<file path="config.mk">
export PLATFORM = sky130hd
export DESIGN_NAME = xmem_bus_ctrl
export DESIGN_NICKNAME = d
export VERILOG_FILES = /design/src/rtl/xmem_pkg.sv /design/src/rtl/xmem_seq.sv /design/src/rtl/xmem_pin_drv.sv /design/src/rtl/xmem_bus_ctrl.sv
export SDC_FILE = /design/constraint.sdc
export NUM_CORES = 1
export LEC_CHECK = 0
export CAP_MARGIN = 20
export CORE_MARGIN = 2
export CORE_UTILIZATION = 53
export DETAILED_ROUTE_END_ITERATION = 6
export PLACE_DENSITY_LB_ADDON = 0.3
export RECOVER_POWER = 25
export SYNTH_ARGS = -nofsm -noshare
export SYNTH_HDL_FRONTEND = slang
export SYNTH_SLANG_ARGS = --single-unit
</file>
<file path="constraint.sdc">
create_clock -name clk -period 4.85 [get_ports clk]
set_input_delay 0.7275 -clock clk [delete_from_list [all_inputs] [get_ports clk]]
set_output_delay 0.7275 -clock clk [all_outputs]
set_load 0.01 [all_outputs]
</file>
<file path="src/rtl/xmem_pkg.sv">
package xmem_pkg;
    typedef enum logic [2:0] {
        ST_IDLE   = 3'd0,
        ST_LATCH  = 3'd1,
        ST_SETUP  = 3'd2,
        ST_STROBE = 3'd3,
        ST_HOLD   = 3'd4,
        ST_DONE   = 3'd5
    } xm_state_e;
endpackage

</file>
<file path="src/rtl/xmem_seq.sv">
module xmem_seq
    import xmem_pkg::*;
#(
    parameter int ADDR_W  = 16,
    parameter int DATA_W  = 8,
    parameter int STB_CYC = 2
) (
    input  logic              clk,
    input  logic              rst_n,
    input  logic              req,
    input  logic              wr,
    input  logic              mux_mode,
    input  logic [ADDR_W-1:0] addr,
    input  logic [DATA_W-1:0] wdata,
    output xm_state_e         nxt_st,
    output logic [ADDR_W-1:0] nxt_addr,
    output logic [DATA_W-1:0] nxt_wdata,
    output logic              nxt_wr,
    output logic              nxt_mux,
    output logic              rd_sample
);
    localparam int CNT_W = $clog2(STB_CYC + 1);
    localparam logic [CNT_W-1:0] CNT_LAST = CNT_W'(STB_CYC - 1);

    typedef struct packed {
        xm_state_e         st;
        logic [CNT_W-1:0]  cnt;
        logic [ADDR_W-1:0] addr;
        logic [DATA_W-1:0] wdata;
        logic              wr;
        logic              mux;
    } seq_t;

    seq_t seq_q, seq_d;

    always_comb begin
        seq_d = seq_q;
        case (seq_q.st)
            ST_IDLE: begin
                if (req) begin
                    seq_d.st    = ST_LATCH;
                    seq_d.addr  = addr;
                    seq_d.wdata = wdata;
                    seq_d.wr    = wr;
                    seq_d.mux   = mux_mode;
                end
            end
            ST_LATCH: seq_d.st = ST_SETUP;
            ST_SETUP: begin
                seq_d.st  = ST_STROBE;
                seq_d.cnt = '0;
            end
            ST_STROBE: begin
                if (seq_q.cnt == CNT_LAST) seq_d.st = ST_HOLD;
                else seq_d.cnt = seq_q.cnt + 1'b1;
            end
            ST_HOLD: seq_d.st = ST_DONE;
            ST_DONE: seq_d.st = ST_IDLE;
            default: seq_d.st = ST_IDLE;
        endcase
    end

    always_ff @(posedge clk or negedge rst_n) begin
        if (!rst_n) seq_q <= '0;
        else        seq_q <= seq_d;
    end

    assign nxt_st    = seq_d.st;
    assign nxt_addr  = seq_d.addr;
    assign nxt_wdata = seq_d.wdata;
    assign nxt_wr    = seq_d.wr;
    assign nxt_mux   = seq_d.mux;
    assign rd_sample = (seq_q.st == ST_STROBE) && (seq_q.cnt == CNT_LAST) && !seq_q.wr;

    // captured request fields do not move while an access is in flight
    p_busy_ignore_r9: assert property (@(posedge clk) disable iff (!rst_n)
        (seq_q.st != ST_IDLE) |=> $stable({seq_q.addr, seq_q.wdata, seq_q.wr, seq_q.mux}));
endmodule

</file>
<file path="src/rtl/xmem_pin_drv.sv">
module xmem_pin_drv
    import xmem_pkg::*;
#(
    parameter int ADDR_W = 16,
    parameter int DATA_W = 8
) (
    input  logic                     clk,
    input  logic                     rst_n,
    input  xm_state_e                nxt_st,
    input  logic [ADDR_W-1:0]        nxt_addr,
    input  logic [DATA_W-1:0]        nxt_wdata,
    input  logic                     nxt_wr,
    input  logic                     nxt_mux,
    input  logic                     rd_sample,
    input  logic [DATA_W-1:0]        ad_in,
    output logic [ADDR_W-DATA_W-1:0] hi_addr,
    output logic [DATA_W-1:0]        lo_addr,
    output logic                     ale,
    output logic [DATA_W-1:0]        ad_out,
    output logic                     ad_oe,
    output logic                     rd_n,
    output logic                     wr_n,
    output logic                     done,
    output logic [DATA_W-1:0]        rdata
);
    localparam int HI_W = ADDR_W - DATA_W;

    typedef struct packed {
        logic [HI_W-1:0]   hi;
        logic [DATA_W-1:0] lo;
        logic              ale;
        logic [DATA_W-1:0] ad;
        logic              oe;
        logic              rd_n;
        logic              wr_n;
        logic              done;
        logic              mux;
        logic [DATA_W-1:0] rdata;
    } pin_t;

    pin_t pin_q, pin_d;

    always_comb begin
        pin_d       = pin_q;
        pin_d.ale   = 1'b0;
        pin_d.ad    = '0;
        pin_d.oe    = 1'b0;
        pin_d.rd_n  = 1'b1;
        pin_d.wr_n  = 1'b1;
        pin_d.done  = 1'b0;
        if (rd_sample) pin_d.rdata = ad_in;
        if (nxt_st != ST_IDLE) begin
            pin_d.hi  = nxt_addr[ADDR_W-1:DATA_W];
            pin_d.lo  = nxt_mux ? '0 : nxt_addr[DATA_W-1:0];
            pin_d.mux = nxt_mux;
        end
        case (nxt_st)
            ST_LATCH: begin
                if (nxt_mux) begin
                    pin_d.ale = 1'b1;
                    pin_d.oe  = 1'b1;
                    pin_d.ad  = nxt_addr[DATA_W-1:0];
                end else begin
                    pin_d.oe = nxt_wr;
                    pin_d.ad = nxt_wr ? nxt_wdata : '0;
                end
            end
            ST_SETUP, ST_HOLD: begin
                pin_d.oe = nxt_wr;
                pin_d.ad = nxt_wr ? nxt_wdata : '0;
            end
            ST_STROBE: begin
                pin_d.oe   = nxt_wr;
                pin_d.ad   = nxt_wr ? nxt_wdata : '0;
                pin_d.rd_n = nxt_wr;
                pin_d.wr_n = !nxt_wr;
            end
            ST_DONE: pin_d.done = 1'b1;
            default: ;
        endcase
    end

    always_ff @(posedge clk or negedge rst_n) begin
        if (!rst_n) begin
            pin_q      <= '0;
            pin_q.rd_n <= 1'b1;
            pin_q.wr_n <= 1'b1;
        end else begin
            pin_q <= pin_d;
        end
    end

    assign hi_addr = pin_q.hi;
    assign lo_addr = pin_q.lo;
    assign ale     = pin_q.ale;
    assign ad_out  = pin_q.ad;
    assign ad_oe   = pin_q.oe;
    assign rd_n    = pin_q.rd_n;
    assign wr_n    = pin_q.wr_n;
    assign done    = pin_q.done;
    assign rdata   = pin_q.rdata;

    // latch strobe lasts one cycle and the port is driven while it is high
    p_ale_pulse_r2: assert property (@(posedge clk) disable iff (!rst_n)
        ale |-> ad_oe ##1 !ale);
    // no latch strobe in non-multiplexed mode
    p_ale_quiet_r3: assert property (@(posedge clk) disable iff (!rst_n)
        !pin_q.mux |-> !ale);
    // write data driven and stable during the write strobe
    p_wr_data_r5: assert property (@(posedge clk) disable iff (!rst_n)
        !wr_n |-> ad_oe && $stable(ad_out));
    // data still driven on the cycle the write strobe rises
    p_wr_hold_r5: assert property (@(posedge clk) disable iff (!rst_n)
        $rose(wr_n) |-> ad_oe);
    // port released while the memory drives it
    p_no_contention_r6: assert property (@(posedge clk) disable iff (!rst_n)
        !rd_n |-> !ad_oe);
    // done is a single-cycle pulse
    p_done_pulse_r8: assert property (@(posedge clk) disable iff (!rst_n)
        done |=> !done);
    // the two strobes are never low together
    p_strobe_excl_r10: assert property (@(posedge clk) disable iff (!rst_n)
        rd_n || wr_n);
endmodule

</file>
<file path="src/rtl/xmem_bus_ctrl.sv">
module xmem_bus_ctrl
    import xmem_pkg::*;
#(
    parameter int ADDR_W  = 16,
    parameter int DATA_W  = 8,
    parameter int STB_CYC = 2
) (
    input  logic                     clk,
    input  logic                     rst_n,
    input  logic                     mux_mode,
    input  logic                     acc_req,
    input  logic                     acc_wr,
    input  logic [ADDR_W-1:0]        acc_addr,
    input  logic [DATA_W-1:0]        acc_wdata,
    output logic [DATA_W-1:0]        acc_rdata,
    output logic                     acc_done,
    output logic [ADDR_W-DATA_W-1:0] ext_hi_addr,
    output logic [DATA_W-1:0]        ext_lo_addr,
    output logic                     ext_ale,
    output logic [DATA_W-1:0]        ext_ad_out,
    output logic                     ext_ad_oe,
    input  logic [DATA_W-1:0]        ext_ad_in,
    output logic                     ext_rd_n,
    output logic                     ext_wr_n
);
    xm_state_e         nxt_st;
    logic [ADDR_W-1:0] nxt_addr;
    logic [DATA_W-1:0] nxt_wdata;
    logic              nxt_wr;
    logic              nxt_mux;
    logic              rd_sample;

    xmem_seq #(.ADDR_W(ADDR_W), .DATA_W(DATA_W), .STB_CYC(STB_CYC)) seq_i (
        .clk(clk), .rst_n(rst_n), .req(acc_req), .wr(acc_wr), .mux_mode(mux_mode),
        .addr(acc_addr), .wdata(acc_wdata), .nxt_st(nxt_st), .nxt_addr(nxt_addr),
        .nxt_wdata(nxt_wdata), .nxt_wr(nxt_wr), .nxt_mux(nxt_mux), .rd_sample(rd_sample)
    );

    xmem_pin_drv #(.ADDR_W(ADDR_W), .DATA_W(DATA_W)) pin_i (
        .clk(clk), .rst_n(rst_n), .nxt_st(nxt_st), .nxt_addr(nxt_addr),
        .nxt_wdata(nxt_wdata), .nxt_wr(nxt_wr), .nxt_mux(nxt_mux), .rd_sample(rd_sample),
        .ad_in(ext_ad_in), .hi_addr(ext_hi_addr), .lo_addr(ext_lo_addr), .ale(ext_ale),
        .ad_out(ext_ad_out), .ad_oe(ext_ad_oe), .rd_n(ext_rd_n), .wr_n(ext_wr_n),
        .done(acc_done), .rdata(acc_rdata)
    );
endmodule

</file>
Yosys cells after proc, flatten, opt, wreduce, memory -nomap -nowiden --
Cells that the tools add are included.
Cells by class: add/subtract/negate cells 1, reductions and logical operators 9, eq/ne operators 11, muxes and demuxes 15
Operators by type and width (number):
- $mux 26 | 2
- $pmux 9 s2 | 1
- $mux 8 | 2
- $pmux 3 s5 | 1
- $eq 3x2->1 const B | 4
- $eq 3x3->1 const B | 3
- $mux 9 | 1
- $eq 3x1->1 const B | 2
- $mux 3 | 2
- $mux 2 | 2
- $pmux 2 s2 | 1
- $logic_not 3->1 | 1
- $mux 1 | 3
- $reduce_bool 3->1 | 1
- $reduce_or 3->1 | 1
- $add 2x1->2 const B | 1
- $eq 2x1->1 const B | 1
- $logic_and 1x1->1 | 2
- $logic_not 1->1 | 2
- $ne 2x2->1 const B | 1
- $reduce_and 2->1 | 1
- $reduce_bool 2->1 | 1
Word-level totals: word-level logic and storage cells 51, bits in registers 68, bits of input ports 37

Logic depth before layout (Yosys ltp) --
Gate-level depths: netlist of the first run.
word-level depth 6, mapped depth 7

Hierarchy --
A second synthesis of the first run with hierarchy kept.
Second synthesis, totals: cells, all modules 232, area total of the unflattened synthesis 3004.1 um^2
Modules (own cells, without submodules):
- xmem_pin_drv | instances 1, cells an instance 124, area an instance 1557.7 um^2
- xmem_seq | instances 1, cells an instance 108, area an instance 1446.4 um^2

Least setup slack after synthesis of the first run --
Ideal clock, no wire load.
path kind input to register, from input acc_req, to register pin_i.pin_q (netlist bit pin_i.hi_addr[4]), buffers on the path 1, required time 4.725 ns, cell stages on the path 4, slack 2.857 ns, data arrival time 1.868 ns, cells stage by stage nor4b_4 -> buf_6 -> mux2_2 -> mux2_2
RTL lines:
- start: declaration | line xmem_bus_ctrl.sv:11 | input logic acc_req,
- $mux 26 | line xmem_seq.sv:40 | if (req) begin
- $mux 26 | line xmem_seq.sv:38 | case (seq_q.st)
- via nxt_addr[12] | line xmem_bus_ctrl.sv:27 | logic [ADDR_W-1:0] nxt_addr;
- end signal: assignment | line xmem_pin_drv.sv:89 | pin_q <= pin_d;
- end: declaration | line xmem_pin_drv.sv:41 | pin_t pin_q, pin_d;
The timed path passes the listed nets, and every way through them passes these cells. A chain may end at the register's enable or synchronous reset.

Worst setup path after layout of the first run --
from input acc_req, to register pin_i.pin_q (netlist bit pin_i.hi_addr[6])
The elaborated chain is that of the path after synthesis.

==> results.cfg, run 1 <==
[sta]
hold_viol = 0
fmax_mhz = 399.9
drv_slew = 0
tns_ns = 0
rsz0062_at_grt = no
relSlewSlack_pct = 42.22
finClkSkew_ns = 0.008172
setup_viol = 0
worst_slew_pin_slew_ns = 0.8630
fin_ws_ns = 2.349
period_share_pct = 51.56
final.min_clock_period_ns = 2.501

[global_route]
grt_pass1_wl_microns = 10580
grt.total_usage_pct = 22.02
gr-total-overflow = 0
grt_pass1_vias = 2150
grt_max_degree = 69
antenna_found_initial = 0

[power_and_ir_drop]
power.leakage_nw = 1.761
max-vdd-ir-drop_mv = 0.3604
total_power_w = 0.002355
powerDensity_nw_per_um2 = 602.8

[layout]
multi_input_area_sq_um = 1189
nets = 365
final_cell_area_sq_um = 3908
layout-drive-gt1-share_pct = 17.22
diodes = 0
synthToLayoutAreaGrowth_pct = 28.78
fill_cells = 419
seq_area_sq_um = 1704

[floorplan]
dieArea_sq_um = 6346
core_sq_um = 5507
die_w_microns = 79.66
chipHeight_microns = 79.66
start_util_pct = 55.10
ios = 74
num_rows = 27

[setup_path]
cpPeakStageDelay_ns = 0.74
r2r-start = seq_i.seq_q[28]
cp-start-kind = input pin
r2r_setup_slack_ns = 2.65
endpoint_kind = flop
crit_arrival_ns = 2.72
ff2ff_path_depth = 3
crit_chain = clkdlybuf4s50_1 -> nor4b_4 -> mux2_2 -> mux2_2
worstPathRequired_ns = 5.07
cpMostUsedCell = mux2_2
cp_slowest_cell = nor4b_4
r2r_end = pin_i.hi_addr[6]
worstSetupPathType = input pin to flop
critPathMaxFanout = 14

[routing]
first_iter_violations = 193
vias_per_cell = 5.414
finalWirelength_microns = 6150
drc = 0
drt-wirelength-per-cell_microns = 15.26
vias = 2182
drt-pass1-iter-count = 4
ant_nets = 0

[clocking]
clk_pin_slew_ns = 0.06
cts-root-buf = clkbuf_8
cts.htree.levels = 3
cts_tree = built
clk_path_buf_depth = 2
cts.sinks = 68
cts-buffers-inserted = 9
post_cts_buffers = 0
cts_hold_buf = 0
cts_resized = 0
insertion_delay_ns = 0.34

[min_path]
hp-class = flop to flop
hold_end = seq_i.seq_q[14]
whs_path_depth = 2
hold_path_startpoint = seq_i.seq_q[14]

[logic_synthesis]
synth_top_area_share_pct = 54.43
synth_commonest_cells = dfrtp_1, nand2_1, mux2_2
yosysMostFrequentCell = dfrtp_1
async_flop_share_pct = 100.0
yosysWarnings = 0
ys_seq_area_share_pct = 56.16
avgSynthCellArea_sq_um = 11.81
netlist_area_sq_um = 3034
synth-edff-count = 0
synth_top_flop_cell = dfrtp_1
synth_area_leaders = dfrtp_1, mux2_2, nand2_1
yosysUniqueCellTypes = 36
synth_fp_nets = 295
synth_top_cell_by_area = dfrtp_1
synthCells = 257
ys_ff_latch = 68

[placed_design]
io_buffers = 73
place.gp.congestion = 0.7930
place_area_sq_um = 3727
place_hpwl_microns = 4195
dp_slack_ns = 1.978

[run]
drv_cap = 0

[status]
status = finished, final reports clean
==> per-stage QoR <==
stage	util (%)	hold slack, ns	std cells
after CTS	70.76	0.4790	402
after global placement	67.69	0.4576	387
final	70.96	0.4800	403
after detailed placement	67.69	0.4633	387
after global routing	70.96	0.5080	403
after floorplan	-	0.4319	257
==> where the power goes <==
part           switching (W)  internal [W]
clock network       0.000198      0.000209
logic               0.000405      0.000553
registers           0.000165      0.000825
total               0.000769       0.00159
==> sequential cells by signal, indices dropped and copies added (netlist names) <==
| signal | cells |
|---|---|
| pin_i.done | 1 |
| pin_i.wr_n | 1 |
| pin_i.hi_addr | 8 |
| pin_i.lo_addr | 8 |
| pin_i.rd_n | 1 |
| seq_i.seq_q | 31 |
| pin_i.ale | 1 |
| pin_i.ad_out | 8 |
| pin_i.ad_oe | 1 |
| pin_i.rdata | 8 |
==> layout by cell type (no fill, tap or decap), types with 8 or more instances in the layout <==
cell type and count:
dfrtp_1 66, a311oi_1 8, nor3b_1 8, nand2_1 61, mux2i_1 8, nand2b_1 20, clkbuf_8 11, a31oi_1 8
clkdlybuf4s50_1 72, mux2_2 33
==> logic make-up (layout without fill, tap and decap cells) <==
logic type	count (synthesis)	after routing	synth area share, %
AO/OA/AOI/OAI	28	28	6.805
adder cells (fa/ha/maj)	1	1	0.4123
buffers and inverters	18	92	4.659
flip-flops	68	68	56.16
multiplexers	42	42	15.34
AND/OR/NAND/NOR	100	100	16.62
==> worst max-delay path: cells and delay by family <==
family | cells | cell delay, ns
buffers and inverters | 1 | 0.54
AND/OR/NAND/NOR | 1 | 0.74
multiplexers | 2 | 0.70
==> layer usage <==
metal	vias to the layer above	GRT usage, %	wire length, microns
met1	1080	28.68	2592
li1	1022	-	-
met3	12	4.186	334
met4	0	13.28	138
met5	-	0	0
met2	68	34.20	3085
==> how the worst max path moves through the flow <==
stage	from	end	cells past startpoint	slack, ns
5_1_grt	acc_req	pin_i.ad_out[1]	5	2.14
4_1_cts	acc_req	pin_i.hi_addr[6]	4	2.32
6_report	acc_req	pin_i.hi_addr[6]	4	2.35
3_5_place_dp	acc_req	pin_i.hi_addr[7]	4	1.98
3_3_place_gp	acc_req	pin_i.hi_addr[3]	4	2.04
2_1_floorplan	acc_req	pin_i.hi_addr[4]	4	2.86
==> layout make-up <==
| type | count | area share (%) |
|---|---|---|
| multi-input cells | 171 | 30.42 |
| clock inverters | 2 | 0.2562 |
| inverters | 1 | 0.09606 |
| clock buffers | 13 | 4.067 |
| repair buffers | 76 | 19.24 |
| flip-flops and latches | 68 | 43.61 |
| well taps | 72 | 2.305 |
Note: power is estimated with default switching activity, not from simulation.
==> inputs of run 2 (changes only) <==
--- a/config.mk
+++ b/config.mk
@@ -7,7 +7,7 @@
 export LEC_CHECK = 0
 export CAP_MARGIN = 20
 export CORE_MARGIN = 2
-export CORE_UTILIZATION = 53
+export CORE_UTILIZATION = 44
 export DETAILED_ROUTE_END_ITERATION = 6
 export PLACE_DENSITY_LB_ADDON = 0.3
 export RECOVER_POWER = 25
==> constraint.sdc (replaced) <==
create_clock -name clk -period 2.2 [get_ports clk]
set_input_delay 0.33 -clock clk [delete_from_list [all_inputs] [get_ports clk]]
set_output_delay 0.33 -clock clk [all_outputs]
set_load 0.01 [all_outputs]
==> results.cfg, run 2 (synthesis results as in run 1) <==
[setup_path]
endpoint_kind = flop
crit_arrival_ns = 2.13
cp-start-kind = flop
ff2ff_path_depth = 3
worstPathRequired_ns = 2.42
worstSetupPathType = flop to flop
critPathMaxFanout = 33

[floorplan]
core_sq_um = 6719
ios = 74
num_rows = 30
chipHeight_microns = 87.04
dieArea_sq_um = 7576
start_util_pct = 45.16
die_w_microns = 87.04

[power_and_ir_drop]
power.leakage_nw = 1.812
max-vdd-ir-drop_mv = 0.6508
powerDensity_nw_per_um2 = 1354
total_power_w = 0.005455

[clocking]
post_cts_buffers = 0
insertion_delay_ns = 0.33
clk_pin_slew_ns = 0.07
cts.htree.levels = 3
cts_hold_buf = 0
cts.sinks = 68
cts_resized = 0
cts-buffers-inserted = 9
cts-root-buf = clkbuf_8
clk_path_buf_depth = 2
cts_tree = built

[sta]
rsz0062_at_grt = no
relSlewSlack_pct = -13.00
period_share_pct = 86.80
drv_slew = 33
tns_ns = 0
worst_slew_pin_slew_ns = 1.695
final.min_clock_period_ns = 1.910
fmax_mhz = 523.7
fin_ws_ns = 0.2904
finClkSkew_ns = 0.007292
hold_viol = 0
setup_viol = 0

[routing]
drt-wirelength-per-cell_microns = 15.26
drt-pass1-iter-count = 4
vias_per_cell = 5.146
ant_nets = 0
finalWirelength_microns = 6378
first_iter_violations = 110
vias = 2151
drc = 0

[global_route]
grt.total_usage_pct = 18.44
grt_max_degree = 37
grt_pass1_vias = 2107
grt_pass1_wl_microns = 10720
antenna_found_initial = 0
gr-total-overflow = 0

[layout]
layout-drive-gt1-share_pct = 19.23
nets = 371
synthToLayoutAreaGrowth_pct = 32.78
diodes = 0
final_core_util_pct = 59.96
largest_reg_flops = 31
top_register = seq_i.seq_q
mostFrequentLayoutCell = clkdlybuf4s50_1
mostFrequentLayoutCells = clkdlybuf4s50_1, dfrtp_1, nand2_1

[placed_design]
place_hpwl_microns = 4369
place.gp.congestion = 0.7686
dp_slack_ns = 0.08575
io_buffers = 73

[run]
drv_cap = 1

[status]
violations = capacitance limit, slew limit
status = finished with violations

[min_path]
hp-class = input pin to asynchronous set/reset pin
[run 2: layout make-up]
class / instances / area [sq um]
tap: 80 / 100.1
multi-input combinational: 171 / 1189
inverter: 1 / 3.754
clock inverter: 3 / 42.54
timing repair buffer: 82 / 810.8
clock buffer: 13 / 178.9
fill: 534 / 2690
sequential: 68 / 1704
[run 2: stage by stage]
stage / hold slack (ns) / std cells / cell area (sq um)
after floorplan: 0.03441 / 257 / 3034
after global placement: 0.3894 / 402 / 3815
final: 0.2220 / 418 / 4029
after detailed placement: 0.3925 / 402 / 3815
after global routing: 0.3171 / 418 / 4029
after CTS: 0.02766 / 418 / 4036
[run 2: worst max-delay path, cell delays in order (launching register included)]
cell,delay [ns]
dfrtp_1,0.51
or4b_4,0.81
mux2i_1,0.19
mux2_2,0.28
[run 2: report_power, final]
part	internal [W]	switching, W
Sequential	0.00182	0.000359
Clock	0.000646	0.000461
Combinational	0.00126	0.000910
Total	0.00372	0.00173
[run 2: path summary, 6_finish.rpt]
kind / startpoint / to / slack (ns)
setup / recovery: seq_i.seq_q[28] / pin_i.lo_addr[6] / 0.29
hold / removal: rst_n / pin_i.rdata[3] / 0.22
setup reg to reg: seq_i.seq_q[28] / pin_i.lo_addr[6] / 0.29
hold reg to reg: seq_i.seq_q[7] / seq_i.seq_q[7] / 0.48
max in group asynchronous: rst_n / pin_i.hi_addr[5] / 0.67
min in group clk: seq_i.seq_q[7] / seq_i.seq_q[7] / 0.48
[run 2: per-layer routing]
| layer | wire, microns | track usage [%] |
|---|---|---|
| met5 | 0 | 0 |
| met4 | 15 | 5.540 |
| met3 | 352 | 5.403 |
| met2 | 3063 | 26.79 |
| met1 | 2946 | 26.74 |
